==> src/rtl/cda_pkg.sv <==
package cda_pkg;

  typedef enum logic [1:0] {
    AG_IDLE    = 2'd0,
    AG_ARB     = 2'd1,
    AG_BACKOFF = 2'd2,
    AG_OWN     = 2'd3
  } ag_state_e;

endpackage

==> src/rtl/cda_lfsr.sv <==
module cda_lfsr #(
  parameter int unsigned         WIDTH = 8,
  parameter logic [WIDTH-1:0]    TAPS  = 8'hB8,
  parameter logic [WIDTH-1:0]    SEED  = 8'h01
) (
  input  logic             clk,
  input  logic             rst_n,
  output logic [WIDTH-1:0] value_o
);

  logic [WIDTH-1:0] state_q;
  logic [WIDTH-1:0] state_d;

  // Galois form: shift right, fold taps in when the outgoing bit is 1
  always_comb begin
    state_d = {1'b0, state_q[WIDTH-1:1]};
    if (state_q[0]) state_d = state_d ^ TAPS;
  end

  always_ff @(posedge clk or negedge rst_n) begin
    if (!rst_n) state_q <= SEED;
    else        state_q <= state_d;
  end

  assign value_o = state_q;

endmodule

==> src/rtl/cda_backoff.sv <==
module cda_backoff #(
  parameter int unsigned BO_CAP = 3
) (
  input  logic              clk,
  input  logic              rst_n,
  input  logic              load_i,   // round just lost
  input  logic              clear_i,  // won or gave up: reset loss history
  input  logic              tick_i,   // one idle slot observed while waiting
  input  logic [BO_CAP-1:0] rnd_i,
  output logic              expired_o
);

  localparam int unsigned LOSS_W = $clog2(BO_CAP + 1);
  localparam logic [LOSS_W-1:0] LOSS_MAX = LOSS_W'(BO_CAP);

  logic [LOSS_W-1:0] loss_q, loss_d, loss_inc;
  logic [BO_CAP-1:0] cnt_q, cnt_d, win_mask;
  logic              loss_en, cnt_en;

  assign loss_inc = (loss_q == LOSS_MAX) ? loss_q : loss_q + 1'b1;

  // window mask holds loss_inc low-order ones
  generate
    for (genvar b = 0; b < BO_CAP; b++) begin : g_mask
      assign win_mask[b] = (LOSS_W'(b) < loss_inc);
    end
  endgenerate

  always_comb begin
    loss_en = load_i | clear_i;
    loss_d  = clear_i ? '0 : loss_inc;
    cnt_en  = load_i | (tick_i & (cnt_q != '0));
    cnt_d   = load_i ? (rnd_i & win_mask) : cnt_q - 1'b1;
  end

  always_ff @(posedge clk or negedge rst_n) begin
    if (!rst_n)       loss_q <= '0;
    else if (loss_en) loss_q <= loss_d;
  end

  always_ff @(posedge clk or negedge rst_n) begin
    if (!rst_n)      cnt_q <= '0;
    else if (cnt_en) cnt_q <= cnt_d;
  end

  assign expired_o = (cnt_q == '0);

  // a pending count only moves on an idle slot or a fresh load
  a_r7_count_waits_for_slot: assert property (@(posedge clk) disable iff (!rst_n)
    (!tick_i && !load_i) |=> $stable(cnt_q));

endmodule

==> src/rtl/cda_agent.sv <==
module cda_agent
  import cda_pkg::*;
#(
  parameter int unsigned      DEV_ID = 0,
  parameter int unsigned      ID_W   = 2,
  parameter int unsigned      LFSR_W = 8,
  parameter logic [LFSR_W-1:0] TAPS  = 8'hB8,
  parameter int unsigned      BO_CAP = 3
) (
  input  logic clk,
  input  logic rst_n,
  input  logic req_i,
  input  logic arb_rd_i,    // shared code line, read back
  input  logic act_rd_i,    // shared round-active line
  input  logic busy_rd_i,   // shared busy line
  output logic arb_drv_o,
  output logic act_drv_o,
  output logic busy_drv_o,
  output logic grant_o
);

  localparam int unsigned IDX_W   = (ID_W > 1) ? $clog2(ID_W) : 1;
  localparam int unsigned IDX_TOP = ID_W - 1;
  localparam logic [ID_W-1:0]  CODE = ID_W'(DEV_ID);
  localparam int unsigned SEED_I  = (DEV_ID * 29 + 71) % (2 ** LFSR_W);
  localparam logic [LFSR_W-1:0] SEED = (SEED_I == 0) ? LFSR_W'(1) : LFSR_W'(SEED_I);

  ag_state_e        state_q, state_d;
  logic [IDX_W-1:0] idx_q, idx_d;
  logic             idx_en;
  logic             my_bit, idle_slot, lost;
  logic             bo_load, bo_clear, bo_tick, bo_expired;
  logic [LFSR_W-1:0] rnd;

  cda_lfsr #(.WIDTH(LFSR_W), .TAPS(TAPS), .SEED(SEED)) u_lfsr (
    .clk    (clk),
    .rst_n  (rst_n),
    .value_o(rnd)
  );

  cda_backoff #(.BO_CAP(BO_CAP)) u_bo (
    .clk      (clk),
    .rst_n    (rst_n),
    .load_i   (bo_load),
    .clear_i  (bo_clear),
    .tick_i   (bo_tick),
    .rnd_i    (rnd[BO_CAP-1:0]),
    .expired_o(bo_expired)
  );

  assign my_bit    = CODE[idx_q];
  assign idle_slot = ~act_rd_i & ~busy_rd_i;
  assign lost      = (state_q == AG_ARB) & ~my_bit & arb_rd_i;

  always_comb begin
    state_d  = state_q;
    idx_en   = 1'b0;
    idx_d    = idx_q - 1'b1;
    bo_load  = 1'b0;
    bo_clear = 1'b0;
    bo_tick  = 1'b0;
    unique case (state_q)
      AG_IDLE: begin
        if (req_i && idle_slot) begin
          state_d = AG_ARB;
          idx_en  = 1'b1;
          idx_d   = IDX_TOP[IDX_W-1:0];
        end
      end
      AG_ARB: begin
        if (!req_i) begin
          state_d  = AG_IDLE;
          bo_clear = 1'b1;
        end else if (lost) begin
          state_d = AG_BACKOFF;
          bo_load = 1'b1;
        end else if (idx_q == '0) begin
          state_d  = AG_OWN;
          bo_clear = 1'b1;
        end else begin
          idx_en = 1'b1;
        end
      end
      AG_BACKOFF: begin
        if (!req_i) begin
          state_d  = AG_IDLE;
          bo_clear = 1'b1;
        end else if (idle_slot) begin
          bo_tick = 1'b1;
          if (bo_expired) begin
            state_d = AG_ARB;
            idx_en  = 1'b1;
            idx_d   = IDX_TOP[IDX_W-1:0];
          end
        end
      end
      AG_OWN: begin
        if (!req_i) state_d = AG_IDLE;
      end
      default: state_d = AG_IDLE;
    endcase
  end

  always_ff @(posedge clk or negedge rst_n) begin
    if (!rst_n) state_q <= AG_IDLE;
    else        state_q <= state_d;
  end

  always_ff @(posedge clk or negedge rst_n) begin
    if (!rst_n)      idx_q <= '0;
    else if (idx_en) idx_q <= idx_d;
  end

  assign act_drv_o  = (state_q == AG_ARB);
  assign arb_drv_o  = act_drv_o & my_bit;
  assign busy_drv_o = (state_q == AG_OWN);
  assign grant_o    = busy_drv_o;

  // a grant is only ever reached through an arbitration round
  a_r2_grant_after_round: assert property (@(posedge clk) disable iff (!rst_n)
    $rose(grant_o) |-> $past(act_drv_o));

  // joining a round requires an idle bus in the previous cycle
  a_r6_start_when_idle: assert property (@(posedge clk) disable iff (!rst_n)
    $rose(act_drv_o) |-> $past(idle_slot));

  // a withdrawn request leaves the round on the next edge
  a_r8_drop_leaves_round: assert property (@(posedge clk) disable iff (!rst_n)
    (act_drv_o && !req_i) |=> (!act_drv_o && !grant_o));

endmodule

==> src/rtl/cda_cluster.sv <==
module cda_cluster #(
  parameter int unsigned N_DEV  = 4,
  parameter int unsigned LFSR_W = 8,
  parameter int unsigned BO_CAP = 3
) (
  input  logic             clk,
  input  logic             rst_n,
  input  logic [N_DEV-1:0] req_i,
  output logic [N_DEV-1:0] grant_o,
  output logic             busy_o
);

  localparam int unsigned ID_W = $clog2(N_DEV);

  logic [N_DEV-1:0] arb_drv, act_drv, busy_drv;
  logic             arb_line, act_line, busy_line;

  // open-drain lines modelled as OR of the drives
  assign arb_line  = |arb_drv;
  assign act_line  = |act_drv;
  assign busy_line = |busy_drv;

  generate
    for (genvar d = 0; d < N_DEV; d++) begin : g_dev
      cda_agent #(
        .DEV_ID(d),
        .ID_W  (ID_W),
        .LFSR_W(LFSR_W),
        .TAPS  (LFSR_W'(8'hB8)),
        .BO_CAP(BO_CAP)
      ) u_agent (
        .clk       (clk),
        .rst_n     (rst_n),
        .req_i     (req_i[d]),
        .arb_rd_i  (arb_line),
        .act_rd_i  (act_line),
        .busy_rd_i (busy_line),
        .arb_drv_o (arb_drv[d]),
        .act_drv_o (act_drv[d]),
        .busy_drv_o(busy_drv[d]),
        .grant_o   (grant_o[d])
      );

      // an owner keeps the bus while it still requests
      a_r5_hold_grant: assert property (@(posedge clk) disable iff (!rst_n)
        (grant_o[d] && req_i[d]) |=> grant_o[d]);
    end
  endgenerate

  assign busy_o = busy_line;

  // mutual exclusion across the distributed agents
  a_r4_one_grant: assert property (@(posedge clk) disable iff (!rst_n)
    $onehot0(grant_o));

  // after any round, the owner is alone on the bus
  a_r3_round_single_winner: assert property (@(posedge clk) disable iff (!rst_n)
    $fell(act_line) |-> ($countones(grant_o) <= 1));

endmodule

==> config.mk <==
export PLATFORM = sky130hd
export DESIGN_NAME = cda_cluster
export DESIGN_NICKNAME = d
export VERILOG_FILES = /design/src/rtl/cda_pkg.sv /design/src/rtl/cda_lfsr.sv /design/src/rtl/cda_backoff.sv /design/src/rtl/cda_agent.sv /design/src/rtl/cda_cluster.sv
export SDC_FILE = /design/constraint.sdc
export NUM_CORES = 1
export LEC_CHECK = 0
export BUFFER_PORTS_ARGS = -buffer_cell sky130_fd_sc_hd__buf_2
export CAP_MARGIN = 5
export CORE_MARGIN = 3
export CORE_UTILIZATION = 57
export CTS_CLUSTER_SIZE = 14
export DETAILED_ROUTE_END_ITERATION = 8
export HOLD_SLACK_MARGIN = 0.15
export PLACE_DENSITY_LB_ADDON = 0.05
export REMOVE_ABC_BUFFERS = 1
export SLEW_MARGIN = 20
export SYNTH_ARGS = -nofsm -noshare
export SYNTH_HDL_FRONTEND = slang
export SYNTH_SLANG_ARGS = --single-unit
==> constraint.sdc <==
create_clock -name clk -period 2.8 [get_ports clk]
set_input_delay 0.42 -clock clk [delete_from_list [all_inputs] [get_ports clk]]
set_output_delay 0.42 -clock clk [all_outputs]
set_load 0.01 [all_outputs]
======== Word level (Yosys, flattened, before mapping) ========
Index checks and enable logic that the tools add are counted.
word-level totals
  bits in registers ....................... 64
  bits in latches ......................... 0
  memory bits (writable) .................. 0
  memory bits (read-only) ................. 0
  input bits .............................. 6
  output and inout bits ................... 5
  memories kept ........................... 0
cells by class
  $add $sub $neg .......................... 12
  $mul .................................... 0
  divide/modulo/power cells ............... 0
  order comparisons ....................... 16
  equality and inequality tests ........... 36
  shifts and indexed selects .............. 0
  mux-type cells .......................... 149
  bitwise logic cells ..................... 39
  reduce and logical (&&, ||, !) cells .... 23
operators with widths
  cell                                                    count
  2-to-1 mux 1 bit                                        85
  2-to-1 mux 2 bit                                        40
  2-to-1 mux 8 bit                                        4
  one-hot mux 2 bit (4 select lines)                      4
  equality test 2 bit (second input constant)             12
  AND reduction 5 bit                                     4
  AND 1 bit                                               17
  < comparator 1 x 2 -> 1 bit (first input constant)      8
  inequality test 4 bit (second input constant)           4
  NOT 3 -> 4 bit                                          4
  one-hot mux 1 bit (2 select lines)                      8
  inequality test 3 x 2 -> 1 bit (second input constant)  5
  AND 3 bit                                               4
  zero test 3 bit                                         4
  2-to-1 mux 3 bit                                        4
  one-hot mux 1 bit (3 select lines)                      4
  nonzero test 3 bit                                      4
  OR reduction 4 bit                                      3
  subtractor 3 x 1 -> 3 bit (second input constant)       4
  inequality test 3 bit (second input constant)           3
  adder 2 x 1 -> 2 bit (second input constant)            4
  equality test 2 x 1 -> 1 bit (second input constant)    4
  zero test 2 bit                                         4
  < comparator 1 x 2 -> 1 bit (second input constant)     4
  7 further kinds                                         34

======== Logic depth before layout (Yosys ltp) ========
Gate-level depths: netlist (run 1).
  depth after elaboration ................. 9
  gate-level depth with buffers ........... 9

======== Hierarchy ========
From an unflattened synthesis (run 1), not the netlist that was laid out.
unflattened totals
  cell total of the unflattened synthesis .. 333
  area total of the unflattened synthesis .. 3639.7 um^2
by module, submodules not included
  module                              times used  cells each  area each (um^2)  seq. area each (um^2)
  cda_backoff                         4           28          296.5             125.1
  cda_agent (g_dev[2].u_agent)        1           37          346.6             75.1
  cda_agent (g_dev[0].u_agent)        1           41          344.1             75.1
  cda_agent (g_dev[1].u_agent)        1           39          337.8             75.1
  cda_agent (g_dev[3].u_agent)        1           37          329.1             75.1
  cda_lfsr (g_dev[3].u_agent.u_lfsr)  1           16          270.3             206.4
  cda_lfsr (g_dev[0].u_agent.u_lfsr)  1           16          269.0             205.2
  cda_lfsr (g_dev[1].u_agent.u_lfsr)  1           16          267.8             203.9
  cda_lfsr (g_dev[2].u_agent.u_lfsr)  1           16          266.5             202.7
  cda_cluster                         1           3           22.5              0.0

======== Worst setup path before layout (run 1) ========
OpenSTA, ideal clock, no wires.
  kind .................................... register -> register
  start point ............................. reg g_dev[3].u_agent.state_q[1]
  end point ............................... reg g_dev[1].u_agent.state_q[1]
  library setup time ...................... 0.122 ns
  data arrival time ....................... 1.831 ns
  required time ........................... 2.678 ns
  path slack .............................. 0.847 ns
  stages on the path, launching flop included .. 10
  path buffers ............................ 2
  period minus slack after synthesis ...... 1.953 ns
  path through ............................ dfrtp_1 > inv_1 > ha_1 > nor4_2 > and2_1 > buf_6 > clkbuf_8 > nand2_1 > a22o_1 > a32o_1
between the ends
  longest elaborated chain between the ends .. 7
  elaborated cells on any way between the ends .. 18
  those cells by class .................... eq/ne (5); mux (3); bitwise (5); reduce/logical (5)
RTL lines
  item                                                                       line                                text
  from (decl)                                                                cda_agent.sv:28                     ag_state_e state_q, state_d;
  from (signal assigned)                                                     cda_agent.sv:106                    else state_q <= state_d;
  equality test 2 x 1 -> 1 bit or equality test 2 bit (tied branches)        cda_agent.sv:114, cda_agent.sv:116
  AND 1 bit (tied with other cells)                                          cda_agent.sv:115                    assign arb_drv_o = act_drv_o & my_bit;
  OR reduction 4 bit or NOT 1 bit (tied branches)                            cda_cluster.sv:19, cda_agent.sv:52
  AND 1 bit (on tied branches)                                               cda_agent.sv:53, cda_agent.sv:52
  2-to-1 mux 2 bit or logical AND 1 bit (tied branches)                      cda_agent.sv:74, cda_agent.sv:64
  2-to-1 mux 2 bit or inequality test 2 x 1 -> 1 bit (tied branches)         -
  one-hot mux 2 bit (4 select lines) or AND reduction 5 bit (tied branches)  -
  to (signal assigned)                                                       cda_agent.sv:106
  to (decl)                                                                  cda_agent.sv:28
Parallel ways exist; a longest one is shown, timed or not.
A chain may end at the register's enable or synchronous reset.

======== Worst setup path in the final report (run 1) ========
  start point ............................. reg g_dev[3].u_agent.state_q[1]
  end point ............................... reg g_dev[0].u_agent.state_q[1]
between the ends
  longest elaborated chain between the ends .. 7
  elaborated cells on any way between the ends .. 18
  those cells by class .................... eq/ne (5); mux (3); bitwise (5); reduce/logical (5)
RTL lines
  item                                                                       line
  equality test 2 x 1 -> 1 bit or equality test 2 bit (tied branches)        cda_agent.sv:114, cda_agent.sv:116
  AND 1 bit (tied with other cells)                                          cda_agent.sv:115
  OR reduction 4 bit or NOT 1 bit (tied branches)                            cda_cluster.sv:19, cda_agent.sv:52
  AND 1 bit (on tied branches)                                               cda_agent.sv:53, cda_agent.sv:52
  2-to-1 mux 2 bit or logical AND 1 bit (tied branches)                      cda_agent.sv:74, cda_agent.sv:64
  2-to-1 mux 2 bit or inequality test 2 x 1 -> 1 bit (tied branches)         -
  one-hot mux 2 bit (4 select lines) or AND reduction 5 bit (tied branches)  -
  to (signal assigned)                                                       cda_agent.sv:106
  to (decl)                                                                  cda_agent.sv:28
Parallel ways exist; a longest one is shown, timed or not.

==> results of run 1 <==
-- power breakdown --
group	switching [mW]	leakage (nW)	total, mW	internal, mW
sequential	0.144	0.694	1.09	0.947
clock	0.245	0.0483	0.421	0.176
combinational	0.774	0.736	1.35	0.572
total	1.16	1.48	2.86	1.70
-- registers in the layout (all words and copies together) (netlist names) --
name / cells
g_dev.u_agent.idx_q: 4
g_dev.u_agent.u_lfsr.value_o: 24
g_dev.u_agent.u_bo.cnt_q: 12
g_dev.u_agent.state_q: 8
g_dev.u_agent.u_bo.loss_q: 6
-- cell families after synthesis --
| family | synth area share |
|---|---|
| XOR/XNOR | 0.04264 |
| multiplexers | 0.01088 |
| AO/OA/AOI/OAI | 0.1497 |
| flip-flops | 0.4739 |
| buffers and inverters | 0.05483 |
| adder cells (fa/ha/maj) | 0.1131 |
| AND/OR/NAND/NOR | 0.1549 |
-- metrics by stage --
stage / area, um^2 / hold WS [ns] / total power, mW / utilization
detailed placement: 2969 / 0.3411 / 2.438 / 0.6204
global route: 3067 / 0.3691 / 3.115 / 0.6408
finish: 3067 / 0.3641 / 2.858 / 0.6408
floorplan: 2808 / 0.1244 / 2.102 / -
CTS: 3067 / 0.3648 / 2.879 / 0.6408
global placement: 2969 / 0.3326 / 2.427 / 0.6204
-- synthesized netlist by cell type, types with 2 or more instances --
master	number
sky130_fd_sc_hd__nand2b_1	4
sky130_fd_sc_hd__a22o_1	2
sky130_fd_sc_hd__a21oi_1	15
sky130_fd_sc_hd__dfrtp_1	45
sky130_fd_sc_hd__nand3_1	7
sky130_fd_sc_hd__xnor2_1	4
sky130_fd_sc_hd__nand4_1	5
sky130_fd_sc_hd__buf_4	4
sky130_fd_sc_hd__nor3b_1	2
sky130_fd_sc_hd__nor2b_1	4
sky130_fd_sc_hd__or3_1	3
sky130_fd_sc_hd__dfstp_2	9
sky130_fd_sc_hd__a221oi_1	2
sky130_fd_sc_hd__o21ai_0	19
sky130_fd_sc_hd__and2_1	2
sky130_fd_sc_hd__a31oi_1	7
sky130_fd_sc_hd__nor2_1	14
sky130_fd_sc_hd__nand3b_1	4
sky130_fd_sc_hd__nand2_1	24
sky130_fd_sc_hd__nor3_1	3
sky130_fd_sc_hd__xor2_1	10
sky130_fd_sc_hd__inv_1	24
sky130_fd_sc_hd__ha_1	26
sky130_fd_sc_hd__o21a_1	2
sky130_fd_sc_hd__clkbuf_1	2
sky130_fd_sc_hd__or2_2	2
sky130_fd_sc_hd__o211ai_1	4
sky130_fd_sc_hd__o22ai_1	2
sky130_fd_sc_hd__and3_1	3
sky130_fd_sc_hd__a21o_1	2
sky130_fd_sc_hd__mux2i_1	2
-- final cells by class --
class                      instances  area (um^2)  area share
clock buffer                       5        68.82     0.02244
timing repair buffer              13        87.58     0.02856
multi-input combinational        192         1355      0.4419
sequential                        54         1363      0.4443
clock inverter                     3        18.77    0.006120
tap                               67        83.83     0.02734
inverter                          24        90.09     0.02938
-- cells in the final DEF, fill, tap and decap left out, types with 3 or more instances in the layout --
| cell type | count |
|---|---|
| sky130_fd_sc_hd__dfrtp_1 | 45 |
| sky130_fd_sc_hd__ha_1 | 26 |
| sky130_fd_sc_hd__inv_1 | 24 |
| sky130_fd_sc_hd__nand2_1 | 24 |
| sky130_fd_sc_hd__o21ai_0 | 19 |
| sky130_fd_sc_hd__a21oi_1 | 15 |
| sky130_fd_sc_hd__nor2_1 | 14 |
| sky130_fd_sc_hd__xor2_1 | 10 |
| sky130_fd_sc_hd__buf_2 | 10 |
| sky130_fd_sc_hd__dfstp_2 | 9 |
| sky130_fd_sc_hd__nand3_1 | 7 |
| sky130_fd_sc_hd__a31oi_1 | 7 |
| sky130_fd_sc_hd__nand4_1 | 5 |
| sky130_fd_sc_hd__clkbuf_8 | 5 |
| sky130_fd_sc_hd__nor2b_1 | 4 |
| sky130_fd_sc_hd__nand2b_1 | 4 |
| sky130_fd_sc_hd__o211ai_1 | 4 |
| sky130_fd_sc_hd__xnor2_1 | 4 |
| sky130_fd_sc_hd__nand3b_1 | 4 |
| sky130_fd_sc_hd__and3_1 | 3 |
| sky130_fd_sc_hd__or3_1 | 3 |
| sky130_fd_sc_hd__nor3_1 | 3 |
-- timing repair --
action                                 CTS  global route
buffers inserted                         0             0
hold buffers                             1             0
endpoints found under the hold margin   45             0
-- metal layers --
| metal | wire length, um | vias to the layer above | share of wire | global-route usage |
|---|---|---|---|---|
| li1 | - | 997 | - | - |
| met1 | 2469 | 961 | 0.51 | 0.2558 |
| met2 | 2095 | 43 | 0.43 | 0.2692 |
| met3 | 236 | 5 | 0.049 | 0.04695 |
| met4 | 57 | 0 | 0.012 | 0.06050 |
| met5 | 0 | - | 0 | 0 |
-- worst max-delay path, cell delays in order (launching register included) --
cell and delay [ns]:
sky130_fd_sc_hd__dfrtp_1 0.40, sky130_fd_sc_hd__inv_1 0.08, sky130_fd_sc_hd__ha_1 0.26, sky130_fd_sc_hd__nor4_2 0.36, sky130_fd_sc_hd__and2_1 0.39, sky130_fd_sc_hd__buf_4 0.23
sky130_fd_sc_hd__nand3_1 0.09, sky130_fd_sc_hd__a221o_1 0.34, sky130_fd_sc_hd__mux2i_1 0.13
-- worst paths after layout --
path,startpoint,slack (ns),end,cells past startpoint
setup / recovery,g_dev[3].u_agent.state_q[1]$_DFFE_PN0P_,0.41,g_dev[0].u_agent.state_q[1]$_DFFE_PN0P_,8
hold / removal,g_dev[2].u_agent.u_lfsr.value_o[3]$_DFF_PN0_,0.36,g_dev[2].u_agent.u_lfsr.value_o[2]$_DFF_PN0_,0
setup reg to reg,g_dev[3].u_agent.state_q[1]$_DFFE_PN0P_,0.41,g_dev[0].u_agent.state_q[1]$_DFFE_PN0P_,8
hold reg to reg,g_dev[2].u_agent.u_lfsr.value_o[3]$_DFF_PN0_,0.36,g_dev[2].u_agent.u_lfsr.value_o[2]$_DFF_PN0_,0
max in group asynchronous,rst_n,1.86,g_dev[2].u_agent.u_lfsr.value_o[0]$_DFF_PN1_,3
min in group asynchronous,rst_n,0.64,g_dev[3].u_agent.u_bo.cnt_q[1]$_DFFE_PN0P_,3
==> results.cfg, run 1 <==
[floorplanning]
die-area_mm2 = 0.005933
floorplan.initialDensity = 0.6008
coreArea_mm2 = 0.004786
ios = 11
floorplan.die.height_um = 77.03
die_x_um = 77.03
num_rows = 25

[sta]
finalHoldViolations = 0
tns_ns = 0
tightest_slew_ns = 0.6451
slew_headroom = 0.5588
fin_skew_ns = 0.01066
drv_slew = 0
fin_crit_sh = 0.8548
layout_min_cycle_time_ns = 2.393
finalSetupViolCount = 0
timing.fmax_mhz = 417.8
rsz0062_at_grt = false
final.setup.worst_slack_ns = 0.4066

[power]
powerDensity_mw_per_mm2 = 931.9
vdd_ir_drop_max_mv = 0.3941
power.leakage_nw = 1.478

[final_layout]
final_layout_size_suffix_gt1_frac = 0.1271
final_cell_count_no_fill = 358
areaGrowthSynthToFinish_pct = 6.658
finish.net_count = 322
fillerInstances = 398
antenna-diode-count = 0

[clocking]
cts_buffers = 5
clk_transition_reported_paths_ns = 0.10
clock_tree.htree_level_count = 2
clockBufferDepth = 2
tritoncts_clock_tree = yes
post_cts_resize_count = 0
cell_at_the_root_of_the_clock_tree = sky130_fd_sc_hd__clkbuf_8
clock_sinks = 54
clk_latency_ns = 0.30

[critical_path]
critPathRequiredTime_ns = 2.98
worstPathMaxFanout = 9
classification_of_the_worst_setup_path = flop to flop
critPathCaptureType = flop
critPathLaunchType = flop
arrival_ns = 2.57

[synth]
synth_area_mm2 = 0.002875
avgSynthCellArea_um2 = 10.31
synth_top_cells_by_area = sky130_fd_sc_hd__dfrtp_1, sky130_fd_sc_hd__ha_1, sky130_fd_sc_hd__dfstp_2
synth_warnings = 0
synthCells = 279
yosys.area.top_type = sky130_fd_sc_hd__dfrtp_1
number_of_flops_mapped_to_enable_cells_by_yosys = 0
yosysUniqueCellTypes = 52
synth_seq_area_share = 0.4739
yosys_register_bits = 54
synth.top_cell.area_share = 0.3916
synth-async-reset-ratio = 1.000
dominant_register_cell_in_the_synthesized_netlist = sky130_fd_sc_hd__dfrtp_1

[hold_path]
timing.hold.worst.class = flop to flop

[drt]
post_drt_wl_per_cell_um = 13.57
drt_iter0_markers = 90
number_of_remaining_drc_errors = 0
detail_route.first_pass.iterations = 4
drt-vias-per-instance = 5.603
drt_wl_total_um = 4858
vias = 2006
detail-route-antenna-nets = 0

[placement]
detailed_placement_wirelength_estimate_um = 3472
port_buffers = 10
finalWeightedCongestion = 0.8575
dpl_worst_slack_ns = 0.3925
dpl.cell_count = 349

[grt]
grt_pass1_wl_um = 8666
grt.total_usage = 0.1800
congestion_overflow_gr = 0
grt_max_degree = 55
via_count_of_the_first_global_routing_pass = 1906
antenna_violations_before_repair = 0

[flow_run]
max_cap_violations = 0

[run_status]
run_status = completed
Note: power is estimated with default switching activity, not from simulation.
==> run 2, diff against run 1 <==
--- a/config.mk
+++ b/config.mk
@@ -5,6 +5,7 @@
 export SDC_FILE = /design/constraint.sdc
 export NUM_CORES = 1
 export LEC_CHECK = 0
+export ABC_AREA = 1
 export BUFFER_PORTS_ARGS = -buffer_cell sky130_fd_sc_hd__buf_2
 export CAP_MARGIN = 5
 export CORE_MARGIN = 3
==> run 2 against run 1 <==
Compared with the run above:
- die area is 3.3% higher
- clock power is 11% higher
- critical path depth is 3 higher
- worst hold slack worse by 0.0062 ns
- first-iteration DRC count is 4.4% lower
- count of clock-buffer cells in the layout is 1 higher
- flip-flop and latch count stayed put
- wire length is 5.1% higher
==> results.cfg, run 2 <==
[critical_path]
critPathCaptureType = flop
classification_of_the_worst_setup_path = flop to flop
timing.critical_path.max_delay_family = simple AND/OR/NAND/NOR gates
critPathRequiredTime_ns = 3.00
cp_slowest_stage_delay_ns = 0.44
reg2regPathDepth = 11
critPathLaunchType = flop
critPathSlowestCell = sky130_fd_sc_hd__dfrtp_1
critical_path.cell_chain = ha_1 > nor2_1 > nand2_2 > nor2_4 > nand2_1 > nand2_1 > nand2_1 > nand2_1 > nand2_1 > nand2_1 > o21ai_0
critPathMostFrequentCell = sky130_fd_sc_hd__nand2_1
worstPathBufferInverterCount = 0
worstPathMaxFanout = 21
worstSetupPathDepth = 11
arrival_ns = 2.25

[floorplanning]
die_x_um = 78.30
coreArea_mm2 = 0.004880
ios = 11
floorplan.initialDensity = 0.6105
die-area_mm2 = 0.006130
floorplan.die.height_um = 78.30
num_rows = 25

[synth]
muxShareOfSynthArea = 0
commonest_cells_in_the_netlist = sky130_fd_sc_hd__nand2_1, sky130_fd_sc_hd__dfrtp_1, sky130_fd_sc_hd__inv_1, sky130_fd_sc_hd__ha_1, sky130_fd_sc_hd__o21ai_0
synthCells = 350
yosys.area.top_type = sky130_fd_sc_hd__dfrtp_1
yosys.cell_count.top_type = sky130_fd_sc_hd__nand2_1
synth_seq_area_share = 0.4574
synth_warnings = 0
post_synth_fa_ha_maj_area_fraction = 0.1092
yosys.area_share.simple = 0.2218
synth.top_cell.area_share = 0.3780
synth-async-reset-ratio = 1.000
synth-compound-area-share = 0.09870
yosysUniqueCellTypes = 33
number_of_flops_mapped_to_enable_cells_by_yosys = 0
dominant_combinational_cell_family_by_area_after_synthesis = simple AND/OR/NAND/NOR gates
post_synth_xor_xnor_area = 0.03528
yosys_register_bits = 54
synth_area_mm2 = 0.002979
dominant_register_cell_in_the_synthesized_netlist = sky130_fd_sc_hd__dfrtp_1
synth_top_cells_by_area = sky130_fd_sc_hd__dfrtp_1, sky130_fd_sc_hd__nand2_1, sky130_fd_sc_hd__ha_1
avgSynthCellArea_um2 = 8.512

[sta]
finalHoldViolations = 0
tightest_slew_ns = 0.6155
rsz0062_at_grt = false
finalSetupViolCount = 0
tns_ns = 0
fin_skew_ns = 0.009186
fin_crit_sh = 0.7342
timing.fmax_mhz = 486.5
slew_headroom = 0.5897
layout_min_cycle_time_ns = 2.056
drv_slew = 0

[final_layout]
most-common-layout-cells = sky130_fd_sc_hd__nand2_1, sky130_fd_sc_hd__dfrtp_1, sky130_fd_sc_hd__inv_1
final_layout_size_suffix_gt1_frac = 0.1136
finish.net_count = 392
antenna-diode-count = 0
layout.cells.most_common = sky130_fd_sc_hd__nand2_1
fillerInstances = 436
register_area_mm2 = 0.001363
number_of_flip_flops_under_the_largest_register_name = 24
multiInputGateArea_mm2 = 0.001385
areaGrowthSynthToFinish_pct = 6.720

[drt]
number_of_remaining_drc_errors = 0
drt_iter0_markers = 86
detail-route-antenna-nets = 0
drt-vias-per-instance = 5.103
drt_wl_total_um = 5107
vias = 2184
detail_route.first_pass.iterations = 4
post_drt_wl_per_cell_um = 11.93

[power]
seq_power_share = 0.376
sw_frac_of_total = 0.4314
totalPowerFinal_mw = 2.997
powerDensity_mw_per_mm2 = 942.8
clock_power_share = 0.155
combinationalPowerShare = 0.468
p_int_mw = 1.704
power.leakage_nw = 1.663
vdd_ir_drop_max_mv = 0.4486
netSwitchingPower_mw = 1.293

[hold_path]
hold-path-cell-count = 0
timing.hold.worst.class = flop to flop

[grt]
grt.total_usage = 0.1875
via_count_of_the_first_global_routing_pass = 2063
antenna_violations_before_repair = 0
congestion_overflow_gr = 0
grt_pass1_wl_um = 9149
grt_max_degree = 30

[clocking]
clock_sinks = 54
clock_tree.htree_level_count = 2
clk_latency_ns = 0.31
tritoncts_clock_tree = yes
clockBufferDepth = 2
cell_at_the_root_of_the_clock_tree = sky130_fd_sc_hd__clkbuf_8
post_cts_resize_count = 0
clk_transition_reported_paths_ns = 0.10
cts_buffers = 5

[placement]
port_buffers = 10
detailed_placement_wirelength_estimate_um = 3789
finalWeightedCongestion = 0.8089

[run_status]
run_status = completed

[flow_run]
max_cap_violations = 0
==> run 2: stage by stage <==
stage               instance area, um^2  hold WS (ns)  worst slack (ns)    util  std cells
floorplan                          2917        0.1244            0.9318       -        341
global placement                   3070        0.3347            0.8414  0.6292        419
detailed placement                 3070        0.3373            0.7534  0.6292        419
CTS                                3179        0.3602            0.7317  0.6515        428
global route                       3179        0.3675            0.4643  0.6515        428
finish                             3179        0.3579            0.7444  0.6515        428
==> run 2: layout make-up <==
type / count / share of cell area
inverter: 45 / 0.05313
tap: 67 / 0.02637
clock inverter: 2 / 0.005116
sequential: 54 / 0.4286
multi-input combinational: 242 / 0.4357
timing repair buffer: 12 / 0.02519
clock buffer: 6 / 0.02597
==> run 2: power groups by stage <==
stage               sequential, mW  clock, mW  combinational [mW]
floorplan                     1.11          0                1.12
global placement              1.14          0                1.38
detailed placement            1.15          0                1.41
CTS                           1.13      0.484                1.42
global route                  1.16      0.513                1.65
finish                        1.13      0.466                1.40
==> run 2: per-layer routing <==
layer	GRT usage	routed length (um)	up-vias
li1	-	-	1135
met1	0.2524	2572	1031
met2	0.3082	2361	13
met4	0.05245	55	0
met3	0.03899	116	5
met5	0	0	-
==> run 2: cell families after synthesis <==
| logic type | Yosys count |
|---|---|
| adder cells (fa/ha/maj) | 26 |
| XOR/XNOR | 12 |
| AO/OA/AOI/OAI | 51 |
| buffers and inverters | 54 |
| flip-flops | 54 |
| AND/OR/NAND/NOR | 153 |
==> run 2: worst paths after layout <==
path                                                              start                                           end  slack [ns]
max in group asynchronous                                         rst_n  g_dev[2].u_agent.u_lfsr.value_o[0]$_DFF_PN1_        1.49
setup / recovery                g_dev[2].u_agent.state_q[0]$_DFFE_PN0P_       g_dev[3].u_agent.state_q[0]$_DFFE_PN0P_        0.74
setup reg to reg                g_dev[2].u_agent.state_q[0]$_DFFE_PN0P_       g_dev[3].u_agent.state_q[0]$_DFFE_PN0P_        0.74
min in group asynchronous                                         rst_n    g_dev[3].u_agent.u_bo.cnt_q[0]$_DFFE_PN0P_        0.66
hold / removal             g_dev[2].u_agent.u_lfsr.value_o[3]$_DFF_PN0_  g_dev[2].u_agent.u_lfsr.value_o[2]$_DFF_PN0_        0.36
hold reg to reg            g_dev[2].u_agent.u_lfsr.value_o[3]$_DFF_PN0_  g_dev[2].u_agent.u_lfsr.value_o[2]$_DFF_PN0_        0.36
==> run 2: timing repair <==
action	in CTS	in global routing
endpoints found under the hold margin	21	0
hold buffers	1	0
buffers inserted	0	0
==> run 2: worst reg2reg max path, cell delays in order (launching register included) <==
cell and delay, ns:
sky130_fd_sc_hd__dfrtp_1 0.44, sky130_fd_sc_hd__ha_1 0.29, sky130_fd_sc_hd__nor2_1 0.14, sky130_fd_sc_hd__nand2_2 0.09, sky130_fd_sc_hd__nor2_4 0.42, sky130_fd_sc_hd__nand2_1 0.15
sky130_fd_sc_hd__nand2_1 0.11, sky130_fd_sc_hd__nand2_1 0.05, sky130_fd_sc_hd__nand2_1 0.05, sky130_fd_sc_hd__nand2_1 0.08, sky130_fd_sc_hd__nand2_1 0.06, sky130_fd_sc_hd__o21ai_0 0.07
